### src/rtl/nand_probe_pkg.sv
package nand_probe_pkg;

  localparam int CHIP_W  = 17;
  localparam int TBL_N   = 12;

  localparam logic [7:0] CMD_RESET   = 8'hFF;
  localparam logic [7:0] CMD_READ_ID = 8'h90;
  localparam logic [7:0] ID_ADDR     = 8'h00;

  // sequence steps: 0 reset cmd, 1 id cmd, 2 address, 3..7 ID reads
  localparam logic [2:0] STEP_RST   = 3'd0;
  localparam logic [2:0] STEP_IDCMD = 3'd1;
  localparam logic [2:0] STEP_ADDR  = 3'd2;
  localparam logic [2:0] STEP_MFR   = 3'd3;
  localparam logic [2:0] STEP_DEV   = 3'd4;
  localparam logic [2:0] STEP_EXT3  = 3'd5;
  localparam logic [2:0] STEP_EXT4  = 3'd6;
  localparam logic [2:0] STEP_LAST  = 3'd7;

  // geometry held per table row; a log2 of zero marks a field taken from the extended ID
  typedef struct packed {
    logic              wide;
    logic [3:0]        pageLog;   // log2 of page bytes
    logic [3:0]        eraseLog;  // log2 of erase KiB
    logic [CHIP_W-1:0] chipMib;
  } geoT;

  typedef struct packed {
    logic [7:0] mfr;
    logic [7:0] dev;
    geoT        geo;
  } tblRowT;

  typedef struct packed {
    logic clrAll;
    logic capMfr;
    logic capDev;
    logic capExt;
    logic doLookup;
    logic doDecode;
  } strobeT;

  function automatic tblRowT rowAt(input int idx);
    tblRowT r;
    case (idx)
      0:       r = '{mfr: 8'hEC, dev: 8'hD5, geo: '{1'b0, 4'd13, 4'd10, 17'd2048}};
      1:       r = '{mfr: 8'h00, dev: 8'h6E, geo: '{1'b0, 4'd8,  4'd2,  17'd1}};
      2:       r = '{mfr: 8'h00, dev: 8'hD5, geo: '{1'b0, 4'd9,  4'd3,  17'd4}};
      3:       r = '{mfr: 8'h00, dev: 8'h73, geo: '{1'b0, 4'd9,  4'd4,  17'd16}};
      4:       r = '{mfr: 8'h00, dev: 8'h76, geo: '{1'b0, 4'd9,  4'd4,  17'd64}};
      5:       r = '{mfr: 8'h00, dev: 8'h59, geo: '{1'b1, 4'd9,  4'd3,  17'd8}};
      6:       r = '{mfr: 8'h00, dev: 8'hE0, geo: '{1'b0, 4'd9,  4'd4,  17'd16384}};
      7:       r = '{mfr: 8'h00, dev: 8'hF1, geo: '{1'b0, 4'd0,  4'd0,  17'd128}};
      8:       r = '{mfr: 8'h00, dev: 8'hDA, geo: '{1'b0, 4'd0,  4'd0,  17'd256}};
      9:       r = '{mfr: 8'h00, dev: 8'hC3, geo: '{1'b1, 4'd0,  4'd0,  17'd1024}};
      10:      r = '{mfr: 8'h00, dev: 8'h48, geo: '{1'b0, 4'd0,  4'd0,  17'd2048}};
      11:      r = '{mfr: 8'h00, dev: 8'hE1, geo: '{1'b0, 4'd0,  4'd0,  17'd65536}};
      default: r = '0;
    endcase
    return r;
  endfunction

endpackage

### src/rtl/nand_probe_ctrl.sv
module nand_probe_ctrl
  import nand_probe_pkg::*;
(
  input  logic       clk,
  input  logic       rstN,
  input  logic       start,
  input  logic       busAck,
  input  logic       needExt,
  output strobeT     stb,
  output logic       busCmd,
  output logic       busAddr,
  output logic       busRead,
  output logic [7:0] busByte,
  output logic       probeDone
);

  typedef enum logic [2:0] {
    ST_IDLE, ST_ISSUE, ST_WAIT, ST_LOOKUP, ST_DECODE
  } stateT;

  stateT      state;
  logic [2:0] step;

  always_ff @(posedge clk) begin
    if (!rstN) begin
      state     <= ST_IDLE;
      step      <= STEP_RST;
      probeDone <= 1'b0;
    end else begin
      probeDone <= 1'b0;
      case (state)
        ST_IDLE: if (start) begin
          step  <= STEP_RST;
          state <= ST_ISSUE;
        end
        ST_ISSUE: state <= ST_WAIT;
        ST_WAIT: if (busAck) begin
          if (step == STEP_DEV)       state <= ST_LOOKUP;
          else if (step == STEP_LAST) state <= ST_DECODE;
          else begin
            step  <= step + 3'd1;
            state <= ST_ISSUE;
          end
        end
        ST_LOOKUP: begin
          if (needExt) begin
            step  <= STEP_EXT3;
            state <= ST_ISSUE;
          end else begin
            state <= ST_DECODE;
          end
        end
        ST_DECODE: begin
          probeDone <= 1'b1;
          state     <= ST_IDLE;
        end
        default: state <= ST_IDLE;
      endcase
    end
  end

  always_comb begin
    stb     = '0;
    busCmd  = 1'b0;
    busAddr = 1'b0;
    busRead = 1'b0;
    busByte = 8'h00;
    case (state)
      ST_IDLE:   stb.clrAll = start;
      ST_ISSUE: begin
        case (step)
          STEP_RST:   begin busCmd  = 1'b1; busByte = CMD_RESET;   end
          STEP_IDCMD: begin busCmd  = 1'b1; busByte = CMD_READ_ID; end
          STEP_ADDR:  begin busAddr = 1'b1; busByte = ID_ADDR;     end
          default:    busRead = 1'b1;
        endcase
      end
      ST_WAIT: begin
        stb.capMfr = busAck && (step == STEP_MFR);
        stb.capDev = busAck && (step == STEP_DEV);
        stb.capExt = busAck && (step == STEP_EXT4);
      end
      ST_LOOKUP: stb.doLookup = 1'b1;
      ST_DECODE: stb.doDecode = 1'b1;
      default: ;
    endcase
  end

endmodule

### src/rtl/nand_probe_dpath.sv
module nand_probe_dpath
  import nand_probe_pkg::*;
#(
  parameter int CNT_W = 24
) (
  input  logic             clk,
  input  logic             rstN,
  input  strobeT           stb,
  input  logic [7:0]       rdByte,
  output logic             needExt,
  output logic             geoWide,
  output logic [15:0]      geoPageBytes,
  output logic [15:0]      geoEraseKib,
  output logic [2:0]       geoAddrCycles,
  output logic [CNT_W-1:0] geoBlocks,
  output logic             probeErr
);

  localparam logic [CHIP_W-1:0] SMALL_LIM3 = CHIP_W'(32);
  localparam logic [CHIP_W-1:0] SMALL_LIM4 = CHIP_W'(8192);
  localparam logic [CHIP_W-1:0] LARGE_LIM4 = CHIP_W'(128);
  localparam logic [CHIP_W-1:0] LARGE_LIM5 = CHIP_W'(32768);

  logic [7:0] mfrQ, devQ;
  logic [1:0] extPageQ, extEraseQ;
  geoT        selQ;
  logic       selHitQ;

  // first-match search over the table
  geoT  hitGeo;
  logic found;
  always_comb begin
    hitGeo = '0;
    found  = 1'b0;
    for (int i = 0; i < TBL_N; i++) begin
      tblRowT row;
      row = rowAt(i);
      if (!found && row.dev == devQ && (row.mfr == mfrQ || row.mfr == 8'h00)) begin
        found  = 1'b1;
        hitGeo = row.geo;
      end
    end
  end

  assign needExt = found && (hitGeo.pageLog == 4'd0 || hitGeo.eraseLog == 4'd0);

  // geometry resolution from the latched row and extended bits
  logic [3:0]        pageLogD, eraseLogD;
  logic              errD, smallD;
  logic [2:0]        cyclesD;
  logic [CNT_W-1:0]  blocksD;

  always_comb begin
    pageLogD  = (selQ.pageLog == 4'd0) ? 4'd10 + {2'b00, extPageQ} : selQ.pageLog;
    eraseLogD = (selQ.eraseLog == 4'd0) ? 4'd6 + {2'b00, extEraseQ} : selQ.eraseLog;
    errD      = !selHitQ || (pageLogD == 4'd8);
    smallD    = (pageLogD <= 4'd9);
    if (smallD) begin
      if (selQ.chipMib <= SMALL_LIM3)      cyclesD = 3'd3;
      else if (selQ.chipMib <= SMALL_LIM4) cyclesD = 3'd4;
      else                                 cyclesD = 3'd5;
    end else begin
      if (selQ.chipMib <= LARGE_LIM4)      cyclesD = 3'd4;
      else if (selQ.chipMib <= LARGE_LIM5) cyclesD = 3'd5;
      else                                 cyclesD = 3'd6;
    end
    blocksD = CNT_W'(selQ.chipMib) << (4'd10 - eraseLogD);
  end

  always_ff @(posedge clk) begin
    if (!rstN) begin
      mfrQ <= '0; devQ <= '0; extPageQ <= '0; extEraseQ <= '0;
      selQ <= '0; selHitQ <= 1'b0;
    end else begin
      if (stb.clrAll) begin
        mfrQ <= '0; devQ <= '0; extPageQ <= '0; extEraseQ <= '0;
        selQ <= '0; selHitQ <= 1'b0;
      end
      if (stb.capMfr) mfrQ <= rdByte;
      if (stb.capDev) devQ <= rdByte;
      if (stb.capExt) begin
        extPageQ  <= rdByte[1:0];
        extEraseQ <= rdByte[5:4];
      end
      if (stb.doLookup) begin
        selQ    <= hitGeo;
        selHitQ <= found;
      end
    end
  end

  always_ff @(posedge clk) begin
    if (!rstN || stb.clrAll) begin
      geoWide       <= 1'b0;
      geoPageBytes  <= '0;
      geoEraseKib   <= '0;
      geoAddrCycles <= '0;
      geoBlocks     <= '0;
      probeErr      <= 1'b0;
    end else if (stb.doDecode) begin
      probeErr <= errD;
      if (errD) begin
        geoWide       <= 1'b0;
        geoPageBytes  <= '0;
        geoEraseKib   <= '0;
        geoAddrCycles <= '0;
        geoBlocks     <= '0;
      end else begin
        geoWide       <= selQ.wide;
        geoPageBytes  <= 16'(1) << pageLogD;
        geoEraseKib   <= 16'(1) << eraseLogD;
        geoAddrCycles <= cyclesD;
        geoBlocks     <= blocksD;
      end
    end
  end

endmodule

### src/rtl/nand_id_probe.sv
module nand_id_probe
  import nand_probe_pkg::*;
#(
  parameter int RD_W  = 16,
  parameter int CNT_W = 24
) (
  input  logic             clk,
  input  logic             rstN,
  input  logic             start,
  output logic             busCmd,
  output logic             busAddr,
  output logic             busRead,
  output logic [7:0]       busByte,
  input  logic             busAck,
  input  logic [RD_W-1:0]  busRdData,
  output logic             geoWide,
  output logic [15:0]      geoPageBytes,
  output logic [15:0]      geoEraseKib,
  output logic [2:0]       geoAddrCycles,
  output logic [CNT_W-1:0] geoBlocks,
  output logic             probeDone,
  output logic             probeErr
);

  strobeT stb;
  logic   needExt;
  logic   unusedHi;

  // only the low byte of a read word carries ID information
  assign unusedHi = ^busRdData[RD_W-1:8];

  nand_probe_ctrl u_ctrl (
    .clk       (clk),
    .rstN      (rstN),
    .start     (start),
    .busAck    (busAck),
    .needExt   (needExt),
    .stb       (stb),
    .busCmd    (busCmd),
    .busAddr   (busAddr),
    .busRead   (busRead),
    .busByte   (busByte),
    .probeDone (probeDone)
  );

  nand_probe_dpath #(.CNT_W(CNT_W)) u_dpath (
    .clk           (clk),
    .rstN          (rstN),
    .stb           (stb),
    .rdByte        (busRdData[7:0]),
    .needExt       (needExt),
    .geoWide       (geoWide),
    .geoPageBytes  (geoPageBytes),
    .geoEraseKib   (geoEraseKib),
    .geoAddrCycles (geoAddrCycles),
    .geoBlocks     (geoBlocks),
    .probeErr      (probeErr)
  );

endmodule

### config.mk
export PLATFORM = sky130hd
export DESIGN_NAME = nand_id_probe
export DESIGN_NICKNAME = d
export VERILOG_FILES = /design/src/rtl/nand_probe_pkg.sv /design/src/rtl/nand_probe_ctrl.sv /design/src/rtl/nand_probe_dpath.sv /design/src/rtl/nand_id_probe.sv
export SDC_FILE = /design/constraint.sdc
export NUM_CORES = 1
export LEC_CHECK = 0
export ABC_AREA = 1
export ABC_CLOCK_PERIOD_IN_PS = 2500
export BUFFER_PORTS_ARGS = -buffer_cell sky130_fd_sc_hd__buf_2
export CORE_ASPECT_RATIO = 0.5
export CORE_MARGIN = 1.5
export CORE_UTILIZATION = 55
export DETAILED_ROUTE_END_ITERATION = 12
export PLACE_DENSITY_LB_ADDON = 0.2
export SLEW_MARGIN = 20
export SYNTH_ARGS = -nofsm -noshare
export SYNTH_HDL_FRONTEND = slang
export SYNTH_HIERARCHICAL = 1
export SYNTH_SLANG_ARGS = --single-unit
export TNS_END_PERCENT = 5
### constraint.sdc
create_clock -name clk -period 2.5 [get_ports clk]
set_clock_uncertainty 0.1 [all_clocks]
set_input_delay 0.375 -clock clk [delete_from_list [all_inputs] [get_ports clk]]
set_output_delay 0.375 -clock clk [all_outputs]
set_load 0.01 [all_outputs]
After elaboration in Yosys (flattened, before gate mapping) --
Index checks and enable logic that the tools add are counted.
Operators by class: bitwise gates (word level) 0, divide/modulo/power cells 0, muxes and demuxes 70, reductions and logical operators 47, add/subtract/negate cells 4, $lt $le $gt $ge 5, $mul 0, shift operators 3, equality and inequality tests 28
Operators by type and width (number):
- 26-bit two-way mux | 13
- 8-bit == test, first input constant | 7
- 3-bit two-way mux | 14
- 7-bit by 8-bit == test with 1-bit output, first input constant | 5
- 16-bit two-way mux | 2
- 8-bit two-way mux | 4
- 1-bit by 4-bit left shift with 16-bit output, first input constant | 2
- 1-bit two-way mux | 25
- 25-bit two-way mux | 1
- 24-bit two-way mux | 1
- 17-bit by 4-bit left shift with 24-bit output | 1
- 17-bit by 14-bit less-or-equal comparator with 1-bit output, second input constant | 1
- 17-bit by 16-bit less-or-equal comparator with 1-bit output, second input constant | 1
- 17-bit by 6-bit less-or-equal comparator with 1-bit output, second input constant | 1
- 17-bit by 8-bit less-or-equal comparator with 1-bit output, second input constant | 1
- 1-bit logical AND | 16
- 4-bit zero test | 4
- 8-bit case mux with 2 select lines | 1
- 1-bit zero test | 13
- 3-bit by 2-bit == test with 1-bit output, second input constant | 4
- 3-bit == test, second input constant | 4
- 3-bit case mux with 4 select lines | 1
- 2-bit two-way mux | 5
- 2-bit inequality test, second input constant | 5
- other kinds (17) | 25
Storage, ports and cells: ROM bits 0, bits in latches 0, register bits after elaboration 115, word-level logic and storage cells 175, memories kept 0, RAM bits 0, output and inout port bits 73

Logic depth before layout (Yosys ltp) --
depth after elaboration 41, depth in mapped cells 16, gate-level depth less buffers 16

Cells and area by module --
Netlist, hierarchy kept.
Modules (own cells, without submodules):
- nand_probe_dpath | instances 1, area each 4853.4 sq um, cells an instance 715
- nand_probe_ctrl | instances 1, area each 644.4 sq um, cells an instance 96

Least setup slack after synthesis --
Ideal clock, no wire load.
kind reg2reg, start point register u_dpath/selQ[17] in the netlist's numbering, end point register u_dpath.geoBlocks[14], data arrival time 2.053 ns, required time 2.344 ns, clock period less this slack 2.209 ns, path buffers 1, cell stages (with the launch flop) 16, setup time 0.056 ns, setup slack 0.291 ns, cell sequence dfxtp_1 > nor2_4 > nand3_4 > nand2_4 > inv_1 > ha_1 > inv_1 > clkbuf_1 > nand4_1 > o21ai_0 > nand2_1 > nand2_1 > nand2_1 > nand3_1 > nand2_1 > inv_1
On the way: word-level cells in the longest chain between the ends 5
Ends and longest elaborated chain:
- start: declaration | line nand_probe_dpath.sv:26 | geoT selQ;
- start signal: assignment | line nand_probe_dpath.sv:86 | selQ <= hitGeo;
- 4-bit zero test | line nand_probe_dpath.sv:55 | eraseLogD = (selQ.eraseLog == 4'd0) ? 4'd6 + {2'b00, extEraseQ} : selQ.eraseLog;
- 4-bit two-way mux (*) | line nand_probe_dpath.sv:55
- 4-bit subtractor (*) | line nand_probe_dpath.sv:67 | blocksD = CNT_W'(selQ.chipMib) << (4'd10 - eraseLogD);
- 17-bit by 4-bit left shift with 24-bit output (*) | line nand_probe_dpath.sv:67
- 24-bit two-way mux (*) | line nand_probe_dpath.sv:102 | if (errD) begin
- end signal: assignment | line nand_probe_dpath.sv:113 | geoBlocks <= blocksD;
- end: declaration | line nand_probe_dpath.sv:15 | output logic [CNT_W-1:0] geoBlocks,
Every way passes the cells marked *; elsewhere a longest branch is shown, timed or not. A chain may end at the register's enable or synchronous reset.

Final worst setup path --
start point register u_dpath/selQ[18] in the netlist's numbering, end point register u_dpath.geoBlocks[21]
Same word-level chain as after synthesis.

==> run_results.csv <==
group,metric,value,unit
global_routing,antenna_found_initial,0,
synthesis,synth_cell_types,40,
run,cap_violations,0,
synthesis,ys_top_cells_by_area,"dfxtp_1 (39%), nand2_1 (18%), nand3_1 (8.6%)",
synthesis,synth-seq-cells,107,
timing,rsz0062_at_grt,"false",
die,die_w,144.4,µm
clocking,postCtsSetupBuffers,0,
synthesis,synth_top_area_share,38.96,%
synthesis,synthArstFlopShare,0,%
timing,fmax,436.4,MHz
clocking,cts_resized,0,
worst_setup_path,worstSetupPathType,"flop to flop",
worst_setup_path,worstSetupStartpointType,"flop",
routing,drcViolationCount,0,
timing,slew_violations,0,
clocking,cts_buffer_depth,2,
routing,postRouteAntennaNets,0,
global_routing,track_usage,25.67,%
cells_and_area,antenna_cells,0,
routing,drt-initial-drc-count,451,
routing,dr.pass1.iters,5,
synthesis,synth_edf_count,0,
timing,fin_crit_sh,91.66,%
place,gp_congestion,0.9220,
global_routing,grt_pass1_wl,21630,µm
synthesis,ys_warn_count,6,
power_and_ir_drop,finalPower,3.491,mW
power_and_ir_drop,seq_power_share,50.0,%
routing,vias,5359,
worst_setup_path,path_max_fanout,22,
clocking,ctsRootBufferMaster,"clkbuf_16",
synthesis,synth_top_cell_by_area,"dfxtp_1",
power_and_ir_drop,powerDensity,554.5,mW/mm²
place,place_inst,1011,
worst_setup_path,crit_top_cell,"nand2_1",
cells_and_area,drive_gt1_share,17.49,%
cells_and_area,areaGrowthSynthToFinish,14.52,%
synthesis,synth_ff_type,"dfxtp_1",
worst_setup_path,crit_path_end_kind,"flop",
synthesis,netlist_instances,811,
synthesis,syn_nets,842,
global_routing,grt_remaining_overflow,0,
clocking,cts_buffers,9,
worst_setup_path,worstPathArrival,2.48,ns
clocking,clk_pin_slew_worst_paths,0.07,ns
worst_setup_path,critPathBufInv,1,
power_and_ir_drop,leakagePower,2.923,nW
hold_path,hold_class,"input pin to flop",
timing,fin_crit,2.291,ns
clocking,clock_latency,0.35,ns
outcome,status,"completed",
cells_and_area,layout.nets,918,
routing,wl,13300,µm
power_and_ir_drop,vdd_drop_max,0.3848,mV
timing,setup_viol,0,
clocking,cts.sinks,107,
cells_and_area,stdcell_area,0.006296,mm²
synthesis,avgSynthCellArea,6.779,µm²
die,num_rows,25,
place,port_buffers,84,
power_and_ir_drop,switchingPower,953.0,µW
worst_setup_path,cp_top_family,"simple AND/OR/NAND/NOR gates",
place,placed_area,0.006010,mm²
power_and_ir_drop,internal_power,2.538,mW
power_and_ir_drop,pwr-share-clk,38.2,%
synthesis,seq_area_frac_synth,38.96,%
global_routing,grt_pass1_vias,4550,
timing,hold_ws,0.1818,ns
cells_and_area,instances_no_fill,1027,
worst_setup_path,cp.required,2.69,ns
worst_setup_path,crit_chain,"nor2_4 -> nand3b_4 -> nand2_1 -> ha_1 -> inv_1 -> nand3_1 -> nand2_2 -> nor2_1 -> nand2_1 -> nand2_1 -> nand3_1 -> nand2_1",
die,die_h,73.70,µm
routing,wl_per_cell,12.95,µm
die,fp.dieArea,0.01064,mm²
worst_setup_path,crit_slowest_cell,"dfxtp_1",
power_and_ir_drop,sw_frac_of_total,27.30,%
timing,setup_tns,0,ns
die,initial_core_util,57.44,%
place,dp_hpwl,10030,µm
worst_setup_path,cpPeakStageDelay,0.37,ns
cells_and_area,multiInputGateArea,0.002861,mm²
cells_and_area,seqCellArea,0.002142,mm²
routing,viasPerCell,5.218,
timing,worst_pin_slew,0.6502,ns
synthesis,syn-cell-area,0.005498,mm²
die,core,0.009572,mm²
timing,slew_headroom,56.60,%
power_and_ir_drop,combPwrFrac,11.7,%
clocking,htreeDepth,3,
die,ios,93,
clocking,cts-hold-fix-buffers,0,
timing,hold_violations,0,
cells_and_area,fillCellCount,885,
clocking,tritoncts,"done",
global_routing,grt_max_degree,37,
cell families after synthesis:
family	after synthesis	synth area share (%)
buf+inv	112	9.172
flops	107	38.96
simple gates	481	38.73
fa+ha+maj	11	2.503
compound gates	100	10.63
per-stage QoR:
stage               utilization (%)  worst slack [ns]
floorplan                         -            0.2914
global placement              62.78            0.2310
detailed placement            62.78            0.1817
CTS                           65.70            0.1600
global route                  65.78          0.004512
finish                        65.78            0.2086
final timing paths:
path / slack (ns) / startpoint / to / cells after the start
max: 0.21 / u_dpath/selQ[18] / u_dpath/geoBlocks[21] / 12
min: 0.18 / busRdData[6] / u_dpath/mfrQ[6] / 3
min reg2reg: 0.34 / u_dpath/geoPageBytes[15] / u_dpath/geoPageBytes[15] / 2
max reg2reg: 0.21 / u_dpath/selQ[18] / u_dpath/geoBlocks[21] / 12
final cells by class:
type / count / area share (%)
Multi-Input combinational cell: 592 / 45.45
Clock buffer: 10 / 3.637
Clock inverter: 6 / 0.7949
Sequential cell: 107 / 34.02
Timing Repair Buffer: 102 / 8.824
Inverter: 75 / 4.591
Tap cell: 135 / 2.683
registers in the layout, summed over array words and instances (netlist names):
signal / cells
u_dpath/geoBlocks: 24
u_dpath/selQ: 18
u_dpath/geoEraseKib: 16
u_dpath/geoPageBytes: 16
u_dpath/devQ: 8
u_dpath/mfrQ: 8
u_ctrl/state: 3
u_ctrl/step: 3
u_dpath/geoAddrCycles: 3
u_dpath/extEraseQ: 2
u_dpath/extPageQ: 2
u_ctrl/probeDone: 1
u_dpath/geoWide: 1
u_dpath/probeErr: 1
u_dpath/selHitQ: 1
cell usage after synthesis, types with 5 or more instances:
master and n:
nor3_1 8, nand3_1 94, buf_6 5, o21ai_0 25, nor2_2 9, buf_1 5
ha_1 11, dfxtp_1 107, buf_2 7, nand2_1 263, clkbuf_1 12, inv_2 6
buf_4 8, nor2_1 74, nand4_1 12, inv_1 67, o31ai_1 13, a21oi_1 46
worst reg2reg max path, delay by kind of cell (launching register included):
kind | cells | cell delay [ns]
fa+ha+maj | 1 | 0.21
simple gates | 10 | 1.46
flops | 1 | 0.37
buf+inv | 1 | 0.07
cell usage in the layout, fill, tap and decap left out, types with 3 or more instances in the layout:
cell        count
nor2_4          4
clkinvlp_4      4
dfxtp_1       107
nor4_1          3
a22o_1          4
buf_4          18
nand2_1       263
nand2_4         4
o21ai_1         4
o31ai_1        13
ha_1           11
a21oi_1        46
nand4_1        12
inv_2           7
nand3_1        94
inv_1          66
o21ai_0        25
nor2_1         72
nor2_2         10
nand2_2         3
clkbuf_16       9
nand3_4         3
nor3_1          8
buf_2          84
power groups by stage:
| stage | Clock (mW) | Sequential, mW | Combinational, mW |
|---|---|---|---|
| after floorplan | 0 | 1.78 | 0.331 |
| after global placement | 0 | 1.78 | 0.399 |
| after detailed placement | 0 | 1.79 | 0.406 |
| after CTS | 1.36 | 1.75 | 0.409 |
| after global routing | 1.43 | 1.75 | 0.461 |
| final | 1.34 | 1.75 | 0.410 |
metal layers:
layer / share of wire (%) / routed length (µm) / GRT usage [%]
met1: 50 / 6632 / 36.08
met2: 43 / 5656 / 39.55
met3: 6.1 / 816 / 5.997
met4: 1.4 / 191 / 7.071
met5: 0 / 0 / 0
Power figures use the tool's default switching activity.
